===== src/rtl/gray_pkg.sv =====
package gray_pkg;
  typedef enum logic {
    ST_HUNT  = 1'b0,
    ST_FRAME = 1'b1
  } gray_state_e;

  localparam logic [7:0] START_MARK = 8'hFF;
  localparam logic [7:0] END_MARK   = 8'hF1;
endpackage


===== src/rtl/gray_div3.sv =====
module gray_div3 #(
  parameter int SUM_W = 9,
  parameter int Q_W   = 7
) (
  input  logic [SUM_W-1:0] sum_i,
  output logic [Q_W-1:0]   q_o
);
  // floor(s/3) == (s*171)>>9 for s <= 381 (error stays below 1/3)
  localparam int SHIFT  = 9;
  localparam int MUL    = 171;
  localparam int PROD_W = SUM_W + 8;

  assign q_o = Q_W'((PROD_W'(sum_i) * PROD_W'(MUL)) >> SHIFT);
endmodule


===== src/rtl/gray_frame_ctrl.sv =====
module gray_frame_ctrl
  import gray_pkg::*;
#(
  parameter int BYTE_W = 8,
  parameter int PIX_W  = 7
) (
  input  logic              clk_i,
  input  logic              rst_ni,
  input  logic [BYTE_W-1:0] byte_i,
  input  logic              take_i,
  output logic              emit_o,
  output logic [PIX_W-1:0]  emit_pix_o,
  output logic              emit_last_o
);
  localparam int SUM_W = PIX_W + 2;

  gray_state_e        state_q;
  logic [1:0]         lane_q;
  logic [SUM_W-1:0]   sum_q;
  logic [PIX_W-1:0]   held_q;
  logic               held_v_q;
  logic               pend_q;
  logic [SUM_W-1:0]   total;
  logic [PIX_W-1:0]   quot;
  logic               is_start, is_end, in_frame, data_take;

  assign is_start  = (byte_i == START_MARK);
  assign is_end    = (byte_i == END_MARK);
  assign in_frame  = (state_q == ST_FRAME);
  assign data_take = take_i && in_frame && !is_start && !is_end;
  assign total     = sum_q + SUM_W'(byte_i);

  gray_div3 #(.SUM_W(SUM_W), .Q_W(PIX_W)) u_div (
    .sum_i (total),
    .q_o   (quot)
  );

  // held pixel leaves when the following in-frame byte (data or end) arrives
  assign emit_o      = take_i && in_frame && !is_start && held_v_q && (lane_q == 2'd0);
  assign emit_pix_o  = held_q;
  assign emit_last_o = is_end || pend_q;

  always_ff @(posedge clk_i or negedge rst_ni) begin
    if (!rst_ni) begin
      state_q  <= ST_HUNT;
      lane_q   <= 2'd0;
      sum_q    <= '0;
      held_q   <= '0;
      held_v_q <= 1'b0;
      pend_q   <= 1'b0;
    end else if (take_i) begin
      if (is_start) begin
        state_q  <= ST_FRAME;
        lane_q   <= 2'd0;
        sum_q    <= '0;
        held_v_q <= 1'b0;
      end else if (in_frame && is_end) begin
        state_q  <= ST_HUNT;
        lane_q   <= 2'd0;
        sum_q    <= '0;
        held_v_q <= 1'b0;
        if (lane_q != 2'd0) pend_q <= 1'b1;
        else if (held_v_q)  pend_q <= 1'b0;
      end else if (in_frame) begin
        if (lane_q == 2'd0 && held_v_q) begin
          held_v_q <= 1'b0;
          pend_q   <= 1'b0;
        end
        if (lane_q == 2'd2) begin
          held_q   <= quot;
          held_v_q <= 1'b1;
          lane_q   <= 2'd0;
          sum_q    <= '0;
        end else begin
          lane_q <= lane_q + 2'd1;
          sum_q  <= total;
        end
      end
    end
  end

  assert_lane_range_R2: assert property (@(posedge clk_i) disable iff (!rst_ni)
    lane_q != 2'd3);

  assert_restart_R7: assert property (@(posedge clk_i) disable iff (!rst_ni)
    (take_i && is_start) |=> (state_q == ST_FRAME && lane_q == 2'd0 && !held_v_q));

  assert_exact_div_R3: assert property (@(posedge clk_i) disable iff (!rst_ni)
    (data_take && lane_q == 2'd2) |=>
      (held_v_q && (SUM_W'(held_q) * SUM_W'(3) <= $past(total))
                && ($past(total) < SUM_W'(held_q) * SUM_W'(3) + SUM_W'(3))));

  assert_hunt_quiet_R1: assert property (@(posedge clk_i) disable iff (!rst_ni)
    (state_q == ST_HUNT) |-> !held_v_q);
endmodule


===== src/rtl/gray_out_stage.sv =====
module gray_out_stage #(
  parameter int PIX_W = 7
) (
  input  logic             clk_i,
  input  logic             rst_ni,
  input  logic             emit_i,
  input  logic [PIX_W-1:0] pix_i,
  input  logic             last_i,
  input  logic             ready_i,
  output logic             valid_o,
  output logic [PIX_W-1:0] pix_o,
  output logic             last_o
);
  always_ff @(posedge clk_i or negedge rst_ni) begin
    if (!rst_ni) begin
      valid_o <= 1'b0;
      pix_o   <= '0;
      last_o  <= 1'b0;
    end else if (emit_i) begin
      valid_o <= 1'b1;
      pix_o   <= pix_i;
      last_o  <= last_i;
    end else if (ready_i) begin
      valid_o <= 1'b0;
    end
  end

  assert_hold_R8: assert property (@(posedge clk_i) disable iff (!rst_ni)
    (valid_o && !ready_i) |=> (valid_o && $stable(pix_o) && $stable(last_o)));

  assert_emit_free_R4: assert property (@(posedge clk_i) disable iff (!rst_ni)
    emit_i |-> !valid_o);
endmodule


===== src/rtl/rgb2gray_stream.sv =====
module rgb2gray_stream #(
  parameter int BYTE_W = 8,
  parameter int PIX_W  = 7
) (
  input  logic              clk_i,
  input  logic              rst_ni,
  input  logic [BYTE_W-1:0] in_data_i,
  input  logic              in_valid_i,
  output logic              in_ready_o,
  output logic [PIX_W-1:0]  pix_data_o,
  output logic              pix_valid_o,
  output logic              pix_last_o,
  input  logic              pix_ready_i
);
  logic             take;
  logic             emit;
  logic [PIX_W-1:0] emit_pix;
  logic             emit_last;

  assign in_ready_o = !pix_valid_o;
  assign take       = in_valid_i && in_ready_o;

  gray_frame_ctrl #(.BYTE_W(BYTE_W), .PIX_W(PIX_W)) u_ctrl (
    .clk_i       (clk_i),
    .rst_ni      (rst_ni),
    .byte_i      (in_data_i),
    .take_i      (take),
    .emit_o      (emit),
    .emit_pix_o  (emit_pix),
    .emit_last_o (emit_last)
  );

  gray_out_stage #(.PIX_W(PIX_W)) u_out (
    .clk_i   (clk_i),
    .rst_ni  (rst_ni),
    .emit_i  (emit),
    .pix_i   (emit_pix),
    .last_i  (emit_last),
    .ready_i (pix_ready_i),
    .valid_o (pix_valid_o),
    .pix_o   (pix_data_o),
    .last_o  (pix_last_o)
  );

  assert_stall_R8: assert property (@(posedge clk_i) disable iff (!rst_ni)
    (pix_valid_o && !pix_ready_i) |=> !in_ready_o);
endmodule


===== config.mk =====
export PLATFORM = sky130hd
export DESIGN_NAME = rgb2gray_stream
export DESIGN_NICKNAME = d
export VERILOG_FILES = /design/src/rtl/gray_pkg.sv /design/src/rtl/gray_div3.sv /design/src/rtl/gray_frame_ctrl.sv /design/src/rtl/gray_out_stage.sv /design/src/rtl/rgb2gray_stream.sv
export SDC_FILE = /design/constraint.sdc
export NUM_CORES = 1
export LEC_CHECK = 0
export ABC_AREA = 1
export BUFFER_PORTS_ARGS = -buffer_cell sky130_fd_sc_hd__buf_4
export CORE_MARGIN = 2
export CORE_UTILIZATION = 60
export CTS_CLUSTER_SIZE = 30
export DETAILED_ROUTE_END_ITERATION = 10
export PLACE_DENSITY = 0.79
export SKIP_CTS_REPAIR_TIMING = 1
export SLEW_MARGIN = 15
export SYNTH_ARGS = -nofsm -noshare
export SYNTH_HDL_FRONTEND = slang
export SYNTH_SLANG_ARGS = --single-unit
export TNS_END_PERCENT = 10

===== constraint.sdc =====
create_clock -name clk_i -period 9.8 [get_ports clk_i]
set_clock_uncertainty 0.05 [all_clocks]
set_input_delay 1.47 -clock clk_i [delete_from_list [all_inputs] [get_ports clk_i]]
set_output_delay 1.47 -clock clk_i [all_outputs]
set_load 0.05 [all_outputs]

Word level (Yosys, flattened, before mapping)
Cells that the tools add are included.

cells by class
  equality and inequality tests = 4
  $add $sub $neg = 2
  mux-type cells = 21
  bitwise logic cells = 2
  reduce and logical (&&, ||, !) cells = 23
  $mul = 1

operators by type and width
  kind                  count
  $mux 9                4
  $eq 8x8->1 const B    2
  $mul 9x8->16 const B  1
  $mux 1                13
  $reduce_and 5->1      2
  $reduce_bool 2->1     5
  $add 9x8->9           1
  $mux 2                4
  $logic_and 1x1->1     7
  $reduce_and 2->1      2
  $reduce_bool 4->1     1
  $ne 3x2->1 const B    1
  $reduce_and 3->1      1
  $reduce_bool 3->1     1
  $add 2x1->2 const B   1
  $eq 2x2->1 const B    1
  $logic_not 1->1       2
  $logic_not 2->1       1
  $not 1->1             2
  $logic_or 1x1->1      1

storage, ports and cells
  output and inout bits = 10
  input bits = 12
  logic and storage cells = 62
  bits in registers = 30

Longest topological paths before layout
  depth after elaboration = 7
  gate-level depth with buffers = 26
  depth with buffers taken out = 26

Hierarchy
A second synthesis with hierarchy kept.

unflattened totals
  cell total of the unflattened synthesis = 429
  area, all modules = 3189.3 um^2

by module, submodules not included
  module           cells an instance  sequential area each (um^2)  times used  area an instance (um^2)
  gray_div3        193                0.0                          1           1451.4
  gray_frame_ctrl  195                525.5                        1           1382.6
  gray_out_stage   38                 225.2                        1           341.6
  rgb2gray_stream  3                  0.0                          1           13.8

Worst setup path before layout
No wires, ideal clock.

  path type = in2reg
  from = input in_data_i[0]
  to = register u_ctrl.held_q[5], in the netlist u_ctrl.emit_pix_o[5]
  buffers on the path = 0
  data arrival time = 5488 ps
  stages = 21
  library setup time = 124 ps
  slack = 4139 ps
  data required time = 9626 ps
  cell sequence = ha_1 -> inv_1 -> fa_1 -> inv_1 -> nand3_1 -> nand2_2 -> xor2_1 -> ha_1 -> ha_1 -> inv_1 -> xor2_1 -> fa_1 -> fa_1 -> inv_1 -> ha_1 -> a21oi_1 -> o21ai_0 -> a21oi_1 -> nand3_1 -> nand3_1 -> o21ai_1

on the way
  longest elaborated chain between the ends = 4
  elaborated cells between the ends (all ways) = 8
  those cells by class = 1 x add/sub; 1 x mul; 2 x eq/ne; 2 x bitwise; 2 x reduce/logical

RTL lines
  item                                                  RTL line               text
  start, declared                                       rgb2gray_stream.sv:7   input logic [BYTE_W-1:0] in_data_i,
  branches (longest 4 deep; another with $mul 9x8->16)  -
  end signal, assigned                                  gray_frame_ctrl.sv:70  held_q <= quot;
  end, declared                                         gray_frame_ctrl.sv:20  logic [PIX_W-1:0] held_q;

Parallel ways; which one is timed is not known.
A chain may end at the register's enable or synchronous reset.

Worst setup path after layout
Same ends and word-level chain as after synthesis.

==> results list <==
- The worst register-to-register path begins at u_ctrl.sum_q[0].
* All-Layer GR Usage: 0.231
- Total number of nets in the final design: 492
* Number of synthesized flops with an enable pin: 0
- Num Clock Sinks: 30
* Minimum setup slack among reg-to-reg paths: approximately 4.8 ns
- The HPWL after detailed placement is 5120 um.
- Data on the critical path is required at its endpoint by 9.92 ns.
- Initial core utilization: 0.611
- Final setup violation count: 0
- Most instantiated library cell after synthesis: sky130_fd_sc_hd__nand2_1
- The path class of the tightest hold or removal check is flip-flop to flip-flop.
- Cell variety after synth: 36
* Most frequent cells after synthesis: sky130_fd_sc_hd__nand2_1, sky130_fd_sc_hd__inv_1, sky130_fd_sc_hd__ha_1
* Shortest period the worst path allows: between 5 and 6 ns
- After synthesis the netlist holds a flip-flop and latch count of 30.
* Top fanout value on the critical path: 6
- Synth warnings: 0
* Worst-case headroom to the max-slew limit: 0.581
- Of all cell types, the one taking the most synthesized area is sky130_fd_sc_hd__dfrtp_1.
* Worst Path Class, Setup: input pin to flip-flop
- Hold violation count in the final report: 0
- Filler cell count: 415
- The worst setup path is captured at a flip-flop.
- The worst hold path passes through 2 cells.
- Chip height: around 76 um
- Reg-to-Reg End: u_ctrl.emit_pix_o[5]
- The cell area that synthesis handed to floorplanning was around 3000 um2.
- After the first detailed-routing iteration, the DRC count stood at roughly 110.
- The clock reaches the later pin of the worst-skew pair after 0.28 ns.
- Num ports: 22
* Antenna diode count: 0
- The number of global-route vias before repair is 2439.
- Placed Cells incl. Taps: 480
- Across all layers, the routed design uses 2539 vias.
* Number of buffers between clock root and the deepest sink: 2
- Startpoint of the most critical hold path: u_out.pix_o[4]
* Number of antenna violations at the first check in global routing: 0
* F_max: about 170 MHz
* Worst Setup Start Kind: input pin
- In the final routed layout, each cell accounts on average for between 10 and 15 um.
* Hold worst-path end: u_out.pix_o[4]
* Fin Hold WS: between 0.4 and 0.5 ns
- After routing, the total negative slack on setup checks comes to 0 ns.
* Status: finished, final reports clean
- CTS tree: yes
* Share of post-route cells with drive strength above 1: 0.134
- Fraction of registers with async set or reset after synthesis: 1.00
- Post-detailed-route DRC marker count: 0
* Portion of the clock cycle consumed by the worst path in the final layout: 0.600
- Post-synthesis area per instance: 7.88 um2
* Layout-stage area growth over the synthesis result: 10.4%
- Global-route wire length before repair: just over 10000 um
* Clock tree root driver cell: sky130_fd_sc_hd__clkbuf_8
- Final antenna-violating net count: 0
- After detailed routing, the total wire length is 6040 um.
- The total overflow left after global routing is 0.
- H-tree level count: 2
* Post-Syn Instances: between 300 and 400
- The number of slew-limit violations in the final report was 0.
* Arrival time worst endpoint: 6.00 ns
- Count of standard-cell rows: 26
- Pin count of the biggest net entering global routing: 31
* Die Area: 5730 um2
- Clock-pin slew on the worst setup and hold paths: 0.07 ns
- Of the post-synthesis cell area, the dominant cell type holds 0.244.
- For the pin with the worst max-slew slack, the measured transition is about 0.63 ns.
- R2R cell count: 21
- For this run, the register share of the synthesized area comes to 0.244.
- The first TritonRoute pass finished after 4 iterations.
* Most instantiated flip-flop cell in the synthesis netlist: sky130_fd_sc_hd__dfrtp_1
* Largest cells by area after synthesis: sky130_fd_sc_hd__dfrtp_1, sky130_fd_sc_hd__ha_1, sky130_fd_sc_hd__nand2_1
- Synthesized netlist net count: 466
- Setup repair after global routing left no endpoint under its margin.
- Global placer's final weighted congestion: 0.961
* Via density per instance: 5.20
- X dimension of the die: 75.7 um
- The core region is 5040 um2.
- TritonCTS created 5 clock buffers.
* Non-filler instance count after layout: a little under 500
* Max-cap violations: 0
* Total of buffers placed on input and output ports: 21
-- metal layers --
metal	vias up	global-route usage	wire length [um]
li1	1311	-	-
met1	1176	0.294	2800
met2	39	0.405	2980
met3	13	0.0384	145
met4	0	0.0682	113
met5	-	0	0
-- worst max path at each step --
stage                 startpoint              endpoint  slack (ns)  cells after the start
detailed placement  in_data_i[0]  u_ctrl.emit_pix_o[5]        3.64                     22
global route        in_data_i[0]  u_ctrl.emit_pix_o[5]        3.66                     23
CTS                 in_data_i[0]  u_ctrl.emit_pix_o[5]        3.94                     22
floorplan           in_data_i[0]  u_ctrl.emit_pix_o[5]        4.14                     21
global placement    in_data_i[0]  u_ctrl.emit_pix_o[5]        3.79                     22
finish              in_data_i[0]  u_ctrl.emit_pix_o[5]        3.92                     22
-- area by class of cell --
class | instances | area [um2] | share of cell area
clock buffer | 6 | 82.6 | 0.0243
clock inverter | 2 | 12.5 | 0.00368
timing repair buffer | 21 | 158 | 0.0463
inverter | 60 | 230 | 0.0676
multi-input combinational | 299 | 2080 | 0.612
tap | 70 | 87.6 | 0.0257
sequential | 30 | 751 | 0.221
-- worst max-delay path, cell delays in order --
cell	delay, ns
sky130_fd_sc_hd__buf_4	0.09
sky130_fd_sc_hd__ha_1	0.16
sky130_fd_sc_hd__inv_1	0.07
sky130_fd_sc_hd__fa_1	0.40
sky130_fd_sc_hd__inv_1	0.07
sky130_fd_sc_hd__nand3_1	0.07
sky130_fd_sc_hd__nand2_2	0.14
sky130_fd_sc_hd__xor2_1	0.48
sky130_fd_sc_hd__ha_1	0.33
sky130_fd_sc_hd__ha_1	0.29
sky130_fd_sc_hd__inv_1	0.08
sky130_fd_sc_hd__xor2_1	0.19
sky130_fd_sc_hd__fa_1	0.47
sky130_fd_sc_hd__fa_1	0.55
sky130_fd_sc_hd__inv_1	0.04
sky130_fd_sc_hd__ha_1	0.34
sky130_fd_sc_hd__a21oi_1	0.19
sky130_fd_sc_hd__o21ai_0	0.15
sky130_fd_sc_hd__a21oi_1	0.18
sky130_fd_sc_hd__nand3_1	0.10
sky130_fd_sc_hd__nand3_1	0.08
sky130_fd_sc_hd__o21ai_1	0.06
-- stage by stage --
step,utilization,setup slack [ns],area [um2]
2_1_floorplan,-,4.14,3080
3_3_place_gp,0.656,3.79,3310
3_5_place_dp,0.656,3.64,3310
4_1_cts,0.675,3.94,3400
5_1_grt,0.675,3.66,3400
6_report,0.675,3.92,3400
-- cells by family after synthesis --
group,count (synthesis),share of synthesized area
adders and majority gates,63,0.290
AOI/OAI and AO/OA,43,0.0844
buffers and inverters,62,0.0808
DFF,30,0.244
xor gates and xnor gates,13,0.0430
and+or+nand+nor,180,0.259
-- sequential cells by signal, summed over array words and instances (netlist names) --
register / count
u_ctrl.sum_q: 9
u_ctrl.emit_pix_o: 7
u_out.pix_o: 7
u_ctrl.lane_q: 2
u_ctrl.held_v_q: 1
u_ctrl.in_frame: 1
u_ctrl.pend_q: 1
u_out.last_o: 1
u_out.valid_o: 1
-- layout by cell type, fill, tap and decap left out, drive strengths merged, types with 14 or more instances in the layout --
master    n
nor2     24
o21ai    18
inv      59
buf      21
nand2   125
nand3    21
ha       49
fa       14
a21oi    17
dfrtp    30
Power is not shown: default switching activity piles up to over one toggle a cycle in this logic, so the estimate is an artifact.
